<file path="config.mk">
export PLATFORM = sky130hd
export DESIGN_NAME = load_use_interlock
export DESIGN_NICKNAME = d
export VERILOG_FILES = /design/src/rtl/lui_pkg.sv /design/src/rtl/lui_src_match.sv /design/src/rtl/lui_producer_qual.sv /design/src/rtl/lui_stall_drive.sv /design/src/rtl/load_use_interlock.sv
export SDC_FILE = /design/constraint.sdc
export NUM_CORES = 1
export LEC_CHECK = 0
export BUFFER_PORTS_ARGS = -buffer_cell sky130_fd_sc_hd__buf_2
export CORE_AREA = 2 2 39 41
export DETAILED_ROUTE_END_ITERATION = 6
export DIE_AREA = 0 0 41 43
export GPL_TIMING_DRIVEN = 0
export PLACE_DENSITY = 0.49
export SKIP_LAST_GASP = 1
export SLEW_MARGIN = 20
export SYNTH_ARGS = -nofsm -noshare
export SYNTH_HDL_FRONTEND = slang
export SYNTH_SLANG_ARGS = --single-unit
export TNS_END_PERCENT = 10
</file>
<file path="constraint.sdc">
create_clock -name vclk -period 0.9
set_input_delay 0 -clock vclk [all_inputs]
set_output_delay 0 -clock vclk [all_outputs]
set_load 0.01 [all_outputs]
</file>
<file path="src/rtl/lui_pkg.sv">
package lui_pkg;

  // Front-end control produced by the interlock.
  typedef struct packed {
    logic pc_wr;
    logic dec_wr;
    logic bubble;
  } lui_ctl_t;

  function automatic lui_ctl_t lui_ctl_from_stall(input logic stall);
    lui_ctl_t c;
    c.pc_wr  = ~stall;
    c.dec_wr = ~stall;
    c.bubble = stall;
    return c;
  endfunction

endpackage

</file>
<file path="src/rtl/lui_src_match.sv">
module lui_src_match #(
  parameter int REG_W     = 5,
  parameter bit SKIP_ZERO = 1'b1
) (
  input  logic [REG_W-1:0] src,
  input  logic             used,
  input  logic [REG_W-1:0] dst,
  output logic             hit
);

  logic same;
  logic live;

  always_comb begin
    same = (src == dst);
    if (SKIP_ZERO) begin
      live = used && (src != '0);
    end else begin
      live = used;
    end
    hit = same && live;
  end

endmodule

</file>
<file path="src/rtl/lui_producer_qual.sv">
module lui_producer_qual (
  input  logic reg_wr,
  input  logic mem_rd,
  output logic late_value
);

  // A value is late only when the producer loads it into a register.
  always_comb begin
    late_value = reg_wr && mem_rd;
  end

endmodule

</file>
<file path="src/rtl/lui_stall_drive.sv">
module lui_stall_drive
  import lui_pkg::*;
#(
  parameter int NUM_SRC = 2
) (
  input  logic [NUM_SRC-1:0] hits,
  input  logic               late_value,
  output lui_ctl_t           ctl
);

  logic stall;

  always_comb begin
    stall = late_value && (|hits);
    ctl   = lui_ctl_from_stall(stall);
  end

endmodule

</file>
<file path="src/rtl/load_use_interlock.sv">
module load_use_interlock
  import lui_pkg::*;
#(
  parameter int REG_W     = 5,
  parameter bit SKIP_ZERO = 1'b1
) (
  input  logic [REG_W-1:0] dec_src1,
  input  logic             dec_use1,
  input  logic [REG_W-1:0] dec_src2,
  input  logic             dec_use2,
  input  logic [REG_W-1:0] ex_dst,
  input  logic             ex_reg_wr,
  input  logic             ex_mem_rd,
  output logic             pc_wr_en,
  output logic             dec_latch_en,
  output logic             ctl_bubble
);

  localparam int NUM_SRC = 2;

  logic [NUM_SRC-1:0][REG_W-1:0] src_vec;
  logic [NUM_SRC-1:0]            use_vec;
  logic [NUM_SRC-1:0]            hit_vec;
  logic                          late_value;
  lui_ctl_t                      ctl;

  always_comb begin
    src_vec[0] = dec_src1;
    src_vec[1] = dec_src2;
    use_vec[0] = dec_use1;
    use_vec[1] = dec_use2;
  end

  for (genvar i = 0; i < NUM_SRC; i++) begin : g_src
    lui_src_match #(
      .REG_W    (REG_W),
      .SKIP_ZERO(SKIP_ZERO)
    ) u_match (
      .src (src_vec[i]),
      .used(use_vec[i]),
      .dst (ex_dst),
      .hit (hit_vec[i])
    );
  end

  lui_producer_qual u_qual (
    .reg_wr    (ex_reg_wr),
    .mem_rd    (ex_mem_rd),
    .late_value(late_value)
  );

  lui_stall_drive #(
    .NUM_SRC(NUM_SRC)
  ) u_drive (
    .hits      (hit_vec),
    .late_value(late_value),
    .ctl       (ctl)
  );

  always_comb begin
    pc_wr_en     = ctl.pc_wr;
    dec_latch_en = ctl.dec_wr;
    ctl_bubble   = ctl.bubble;
  end

endmodule

</file>
==> flow_summary.yaml, run 1 <==
drt:
  antenna_violation_net_count_after_detailed_routing: 0
  drcViolationCount: 0
  avgRoutedWirePerCell_um: 10.30
  detail_route.first_pass.iterations: 1
  finalWirelength_um: 628
  drt-vias-per-instance: 4.115
  detailroute.via_count: 251
  detailedRoute.firstIterationViolations: 0
sta:
  postLayoutSetupSlackWorst_ns: -0.09806
  layout_worst_path_cycle_share_pct: 110.9
  setup_viol: 3
  timing.fmax_mhz: 1002
  timing.final.crit_period_ns: 0.9981
  drv_slew: 0
  finalHoldViolCount: 0
  timing.hold.ws_ns: 0.4197
  grt_setup_unrepaired: "true"
  max-slew-margin-rel_pct: 83.34
  setup_total_negative_slack_ns: -0.1712
  worst_slew_pin_slew_ns: 0.2472
pwr:
  cell_internal_pwr_uw: 94.93
  combinational_fraction_of_design_power_pct: 100.0
  switching_power_uw: 59.33
  clock_power_share_pct: 0
  total_power_uw: 154.3
  power.share.switching_pct: 38.46
  p_seq_share_pct: 0
  max-vdd-ir-drop_mv: 0.1261
  cellPowerDensity_mw_per_mm2: 405.6
  leakage_uw: 0.0001667
synthesis:
  synth_top_area_share_pct: 44.44
  synth_cells: 22
  netlist_area_um2: 157.7
  post_synthesis_net_count: 41
  ys_types: 13
  synth.largest_area_cell: "xnor2_1"
  synth_warnings: 0
  syn_area_per_cell_um2: 7.166
  ys_top_cells_by_area: "xnor2_1 (44%), nand4_1 (7.9%), nand3_1 (6.3%)"
  synth_sequential_area_ratio_pct: 0
setup_path:
  crit_fanout: 2
  crit_end: "pc_wr_en"
  timing.critical_path.to_type: "primary output"
  worstSetupStartpointType: "input port"
  timing.critical_path.slowest_cell_delay_ns: 0.32
  path_depth: 6
  cp_slowest_cell: "o41ai_2"
  timing.critical_path.max_delay_family: "compound AO/OA/AOI/OAI gates"
  path_class: "in2out"
  worst_ep_required_time_ns: 0.90
  worst-endpoint-arrival_ns: 1.00
  path_cells: "buf_2, o41ai_2, a211o_1, o31a_1, buf_4, buf_6"
  crit_start: "dec_src1[0]"
  critical_path_buf_inv_count: 3
global_routing:
  antenna_found_initial: 0
  grt_overflow_total: 0
  grt_pass1_vias: 257
  maximum_number_of_pins_on_one_net_before_global_route_repair: 5
  grt_usage_pct: 7.600
  grt_pass1_wl_um: 993
finish:
  n_sequential_cell: 0
  final_nets: 66
  clock_buffer_count: 0
  insertedDiodeCount: 0
  final_cell_count_no_fill: 61
  fill_cell_count: 154
  drive_above_1_share_pct: 66.67
  area.sequential_um2: 0
  multi_input_comb_area_um2: 193.9
  area_growth_syn_to_layout_pct: 141.3
place:
  place.detailed.instances: 60
  finalWeightedCongestion: 0.6631
  buffer_ports.inserted: 22
run_status:
  violations: "setup timing"
  run_status: "finished, violations left"
floorplanning:
  initial_utilization_pct: 11.39
  die_x_um: 41
  core_region_area_mm2: 0.001384
  chipHeight_um: 43
  fp-row-count: 14
  floorplan_die_area_mm2: 0.001763
  top_level_ports: 22
worst_hold_path:
  hold_class: "in2out"
  hold_depth: 4
flow_run:
  timing.max_cap.violations: 0
==> layout make-up <==
class / count / share of cell area, %
Timing Repair Buffer: 23 / 41.78
Multi-Input combinational cell: 21 / 50.99
Buffer: 1 / 1.974
Tap cell: 16 / 5.263
==> synth_stat cells, drive strengths merged <==
master and number:
nand3 2, nor4 1, nand4 2, a211o 1, nand2 1, o31a 1
buf 1, nor2 1, xnor2 8, o31ai 1, a21oi 1, nor3 1
o41ai 1
==> cell usage in the layout (no fill, tap or decap) <==
cell type / n
o31ai_1: 1
xnor2_1: 4
nand4_1: 2
o31a_1: 1
buf_4: 2
nor2_1: 1
o41ai_2: 1
buf_8: 1
nand2_1: 1
buf_2: 16
a21oi_1: 1
a211o_1: 1
xnor2_2: 4
nor3_1: 1
nand3_1: 2
nor4_2: 1
buf_6: 5
==> layer usage <==
layer	wire length (µm)	share of wire, %	global-route usage [%]	up-vias
met5	0	0	0	-
met4	0	0	0	0
met3	42	6.7	0	0
met2	346	55	14.06	10
met1	240	38	9.841	109
li1	-	-	-	132
==> kinds of logic (layout without fill, tap and decap cells) <==
group | after synthesis | in the layout | synth area share, %
compound gates | 5 | 5 | 24.60
simple gates | 8 | 8 | 26.18
xor+xnor | 8 | 8 | 44.45
buf+inv | 1 | 24 | 4.764
==> worst min-delay path by stage <==
stage              from    endpoint  slack [ns]
3_3_place_gp   dec_use2  ctl_bubble        0.40
4_1_cts        dec_use2  ctl_bubble        0.41
3_5_place_dp   dec_use2  ctl_bubble        0.39
2_1_floorplan  dec_use2  ctl_bubble        0.18
6_report       dec_use2  ctl_bubble        0.42
5_1_grt        dec_use2  ctl_bubble        0.44
==> power groups by stage <==
stage	Combinational, µW	Clock, µW	Sequential (µW)
2_1_floorplan	48.1	0	0
3_3_place_gp	110	0	0
3_5_place_dp	112	0	0
4_1_cts	156	0	0
5_1_grt	169	0	0
6_report	154	0	0
==> through the flow <==
stage / utilization, % / setup WS [ns] / cell area [µm²]
after floorplan: - / 0.06891 / 157.7
after global placement: 20.80 / -0.1449 / 287.8
after detailed placement: 20.80 / -0.1556 / 287.8
after CTS: 27.49 / -0.09314 / 380.4
after global routing: 27.49 / -0.1628 / 380.4
final: 27.49 / -0.09806 / 380.4
==> repair_timing <==
action | CTS | global route
gates cloned | 0 | 0
gates resized for setup | 18 | 0
hold buffers | 0 | 0
pin swaps | 11 | 0
setup buffers | 1 | 0
setup endpoints to repair | 3 | 3
endpoints found under the hold margin | 0 | 0
(Power assumes the default switching activity.)
==> run 2, diff against run 1 <==
Settings changed: MAX_ROUTING_LAYER from default to met4, PLACE_DENSITY 0.49 to 0.51, SYNTH_HIERARCHICAL from default to 1.
==> run 2 against run 1 <==
Compared with the run above:
- the run still ends with setup timing left
- cell count increased by 1.6%
- first-iteration DRC count unchanged
- cell area increased by 21%
- flip-flop and latch count unchanged
- setup slack improved by 0.050 ns
- highest routed layer unchanged
- synthesized cell count increased by 14%
- non-clock buffer count decreased by 1
- die area unchanged
- via count unchanged
- area after synthesis increased by 17%
- hold slack got worse by 0.010 ns
==> flow_summary.yaml, run 2 <==
finish:
  area.sequential_um2: 0
  insertedDiodeCount: 0
  clock_buffer_count: 0
  utilization_pct: 33.27
  area_growth_syn_to_layout_pct: 150.3
  drive_above_1_share_pct: 78.26
  layout.cells.most_common: "buf_2"
  final_nets: 67
  layout_common_cells: "buf_2 (14), xnor2_2 (7), buf_6 (7)"
  final_cell_count_no_fill: 62
  n_sequential_cell: 0
floorplanning:
  fp-row-count: 14
  die_x_um: 41
  initial_utilization_pct: 13.29
  top_level_ports: 22
  core_region_area_mm2: 0.001384
  chipHeight_um: 43
  floorplan_die_area_mm2: 0.001763
sta:
  worst_slew_pin_slew_ns: 0.2429
  max-slew-margin-rel_pct: 83.75
  setup_viol: 1
  finalHoldViolCount: 0
  drv_slew: 0
  timing.fmax_mhz: 1055
  timing.final.crit_period_ns: 0.9480
  layout_worst_path_cycle_share_pct: 105.3
  grt_setup_unrepaired: "true"
  postLayoutSetupSlackWorst_ns: -0.04803
synthesis:
  netlist_area_um2: 183.9
  ys_top_cells_by_area: "xnor2_1 (29%), xnor2_2 (18%), o41ai_1 (9.5%)"
  synth_warnings: 6
  post_synthesis_net_count: 44
  synth.largest_area_cell: "xnor2_1"
  ys_types: 11
  synth_sequential_area_ratio_pct: 0
  synth_commonest_cells: "xnor2_1 (6), nand2_1 (4)"
  synth_top_area_share_pct: 28.57
  synth_cells: 25
  count_leader_synth: "xnor2_1"
  syn_area_per_cell_um2: 7.357
place:
  dp_worst_setup_slack_ns: -0.1883
  place.detailed.instances: 63
  finalWeightedCongestion: 0.6070
  buffer_ports.inserted: 22
drt:
  drt-vias-per-instance: 4.048
  drcViolationCount: 0
  detail_route.first_pass.iterations: 1
  avgRoutedWirePerCell_um: 9.758
  finalWirelength_um: 605
  detailroute.via_count: 251
  detailedRoute.firstIterationViolations: 0
  antenna_violation_net_count_after_detailed_routing: 0
setup_path:
  timing.critical_path.slowest_cell_delay_ns: 0.24
  path_depth: 7
  path_class: "in2out"
  critical_path_buf_inv_count: 3
  timing.critical_path.to_type: "primary output"
  crit_end: "pc_wr_en"
  crit_start: "ex_dst[0]"
  timing.critical_path.max_delay_family: "compound AO/OA/AOI/OAI gates"
  cp_slowest_cell: "a211oi_2"
  worstSetupStartpointType: "input port"
  worst_ep_required_time_ns: 0.90
  path_cells: "buf_2, nor2_4, o41ai_4, a211oi_2, o21ai_1, buf_4, buf_6"
  worst-endpoint-arrival_ns: 0.95
  crit_fanout: 4
pwr:
  cellPowerDensity_mw_per_mm2: 417.4
  leakage_uw: 0.0001982
  total_power_uw: 192.2
  max-vdd-ir-drop_mv: 0.1664
global_routing:
  antenna_found_initial: 0
  grt_usage_pct: 7.803
  grt_overflow_total: 0
  grt_pass1_wl_um: 966
  grt_pass1_vias: 233
  maximum_number_of_pins_on_one_net_before_global_route_repair: 5
flow_run:
  timing.max_cap.violations: 0
run_status:
  run_status: "finished, violations left"
  violations: "setup timing"
worst_hold_path:
  hold_class: "in2out"
clock_network:
  post-cts-setup-buffers: 0
[run 2: area by class of cell]
type,count,area [µm²]
plain buffers,1,7.507
fillers,147,923.4
multi-input cells,23,269.0
well taps,16,20.02
repair buffers,22,163.9
[run 2: worst min-delay path by stage]
stage	start	end	cells past startpoint
final	ex_mem_rd	dec_latch_en	4
after global routing	ex_mem_rd	dec_latch_en	4
after CTS	ex_mem_rd	dec_latch_en	4
after detailed placement	ex_mem_rd	dec_latch_en	4
after global placement	ex_mem_rd	dec_latch_en	4
after floorplan	ex_mem_rd	dec_latch_en	2
[run 2: metrics by stage]
stage	area (µm²)	setup TNS [ns]	hold WS, ns
floorplan	183.9	0	0.2224
global placement	314.1	-0.4261	0.4125
detailed placement	314.1	-0.4519	0.4156
CTS	452.9	-0.07339	0.4152
global route	460.4	-0.2179	0.4524
finish	460.4	-0.04803	0.4097
[run 2: timing repair]
item / in CTS / in global routing
pin swaps: 13 / 2
endpoints found under the setup margin: 3 / 3
hold buffers: 0 / 0
resized for setup: 29 / 1
gates cloned: 0 / 0
hold endpoints to repair: 0 / 0
[run 2: logic make-up (layout without fill, tap and decap cells)]
kind of cell    Yosys count  after routing  synth area share (%)
compound gates            6              6                 24.49
buf+inv                   2             23                 8.161
simple gates              9              9                 21.09
xor+xnor                  8              8                 46.26
[run 2: worst min-delay path, cell delays in order]
cell     delay, ns
buf_2         0.07
and2_1        0.12
o21ai_1       0.08
buf_2         0.14
[run 2: power by group]
group	internal, µW	switching [µW]
sequential	0	0
combinational	112	79.9
clock	0	0
total	112	79.9
[run 2: routing by layer]
layer  track usage (%)  vias to the layer above  share of wire (%)
met5                 -                        -                  0
li1                  -                      132                  -
met4                 0                        0                  0
met2             13.13                       13                 48
met1             10.54                      106                 40
met3            0.5236                        0                 12
==> run 3, diff against run 2 <==
==> constraint.sdc (replaced) <==
create_clock -name vclk -period 0.9
set_input_delay 0.045 -clock vclk [all_inputs]
set_output_delay 0.045 -clock vclk [all_outputs]
set_load 0.01 [all_outputs]
==> run 3 against run 2 <==
Compared with the run above:
- the flow still finishes with violations (setup timing)
- critical path type unchanged
- first-iteration DRC count grew 1
- critical path depth down 1
- critical endpoint unchanged
- largest cell class unchanged
- utilization is 1.4 points lower
==> flow_summary.yaml, run 3 (synthesis gave the netlist of run 2 again) <==
sta:
  setup_total_negative_slack_ns: -0.3538
  setup_viol: 3
  timing.final.crit_period_ns: 1.060
  drv_slew: 0
  grt_setup_unrepaired: "true"
  postLayoutSetupSlackWorst_ns: -0.1601
  finalHoldViolCount: 0
  layout_worst_path_cycle_share_pct: 117.8
  timing.fmax_mhz: 943.3
  max-slew-margin-rel_pct: 82.70
  worst_slew_pin_slew_ns: 0.2586
run_status:
  run_status: "finished, violations left"
  violations: "setup timing"
setup_path:
  path_class: "in2out"
  cp_slowest_cell: "o41ai_4"
  crit_start: "dec_src1[1]"
  timing.critical_path.to_type: "primary output"
  crit_end: "pc_wr_en"
  path_cells: "buf_6, o41ai_4, a211oi_2, o21ai_1, buf_4, buf_6"
  crit_fanout: 2
  timing.critical_path.max_delay_family: "compound AO/OA/AOI/OAI gates"
  timing.critical_path.slowest_cell_delay_ns: 0.35
  critical_path_buf_inv_count: 3
  worstSetupStartpointType: "input port"
  worst-endpoint-arrival_ns: 1.02
  cpMostUsedCell: "buf_6"
  worst_ep_required_time_ns: 0.85
  path_depth: 6
place:
  finalWeightedCongestion: 0.6457
  place.detailed.hpwl_um: 497.5
  buffer_ports.inserted: 22
  dp_worst_setup_slack_ns: -0.3010
finish:
  n_sequential_cell: 0
  insertedDiodeCount: 0
  layout_common_cells: "buf_2 (15), xnor2_2 (6), buf_6 (6)"
  clock_buffer_count: 0
  layout.cells.most_common: "buf_2"
  area_growth_syn_to_layout_pct: 140.1
  drive_above_1_share_pct: 76.09
  fill_cell_count: 166
  area.sequential_um2: 0
  final_nets: 67
drt:
  detail_route.first_pass.iterations: 2
  drt-vias-per-instance: 4.048
  drcViolationCount: 0
  finalWirelength_um: 659
  detailroute.via_count: 251
  detailedRoute.firstIterationViolations: 1
  antenna_violation_net_count_after_detailed_routing: 0
  avgRoutedWirePerCell_um: 10.63
global_routing:
  antenna_found_initial: 0
  grt_pass1_wl_um: 1000
  maximum_number_of_pins_on_one_net_before_global_route_repair: 5
  grt_usage_pct: 8.119
  grt_overflow_total: 0
  grt_pass1_vias: 235
pwr:
  cellPowerDensity_mw_per_mm2: 415.0
  power.share.switching_pct: 42.33
  switching_power_uw: 77.59
  combinational_fraction_of_design_power_pct: 100.0
  cell_internal_pwr_uw: 105.7
  clock_power_share_pct: 0
  leakage_uw: 0.0001897
  max-vdd-ir-drop_mv: 0.1643
  p_seq_share_pct: 0
clock_network:
  cts_hold_repair.buffers: 0
floorplanning:
  initial_utilization_pct: 13.29
  floorplan_die_area_mm2: 0.001763
  core_region_area_mm2: 0.001384
  fp-row-count: 14
  die_x_um: 41
  chipHeight_um: 43
  top_level_ports: 22
flow_run:
  timing.max_cap.violations: 0
worst_hold_path:
  hold_class: "in2out"
==> run 3: area by class of cell <==
cell class / count / area [µm²] / share of cell area [%]
Buffer: 1 / 7.507 / 1.700
Multi-Input combinational cell: 23 / 256.5 / 58.07
Tap cell: 16 / 20.02 / 4.533
Timing Repair Buffer: 22 / 157.7 / 35.69
==> run 3: worst min-delay path by stage <==
stage | start | to | slack, ns | cells after the start
floorplan | ex_mem_rd | dec_latch_en | 0.31 | 2
global placement | ex_mem_rd | dec_latch_en | 0.50 | 4
detailed placement | ex_mem_rd | dec_latch_en | 0.51 | 4
CTS | ex_mem_rd | dec_latch_en | 0.51 | 4
global route | ex_mem_rd | dec_latch_en | 0.55 | 4
finish | ex_mem_rd | dec_latch_en | 0.51 | 4
==> run 3: per-stage QoR <==
stage          instance area (µm²)  util, %  total power, µW  cells  hold slack, ns
2_1_floorplan                198.9        -            59.23     25          0.3124
3_3_place_gp                 329.1    23.78            125.8     63          0.5001
3_5_place_dp                 329.1    23.78            126.9     63          0.5104
4_1_cts                      436.7    31.56            180.5     62          0.5106
5_1_grt                      441.7    31.92            198.0     62          0.5513
6_report                     441.7    31.92            183.3     62          0.5054
==> run 3: tightest hold or removal path, stage by stage <==
cell and delay [ns]:
buf_2 0.07, and2_1 0.12, o21ai_1 0.08, buf_2 0.14
==> run 3: power groups by stage <==
stage,combinational (µW),clock (µW),sequential [µW]
after global routing,198,0,0
final,183,0,0
after global placement,126,0,0
after CTS,181,0,0
after floorplan,59.2,0,0
after detailed placement,127,0,0
==> run 3: per-layer routing <==
layer	vias to the layer above	GRT usage (%)	wire, µm
li1	132	-	-
met1	107	11.86	270
met2	12	13.13	337
met3	0	0	51
met4	0	0	0
met5	-	-	0
==> run 3: what timing repair did <==
action / CTS / global route
gates resized for setup: 23 / 1
pin swaps: 11 / 1
gates cloned: 0 / 0
setup endpoints to repair: 3 / 3
buffers inserted: 0 / 0
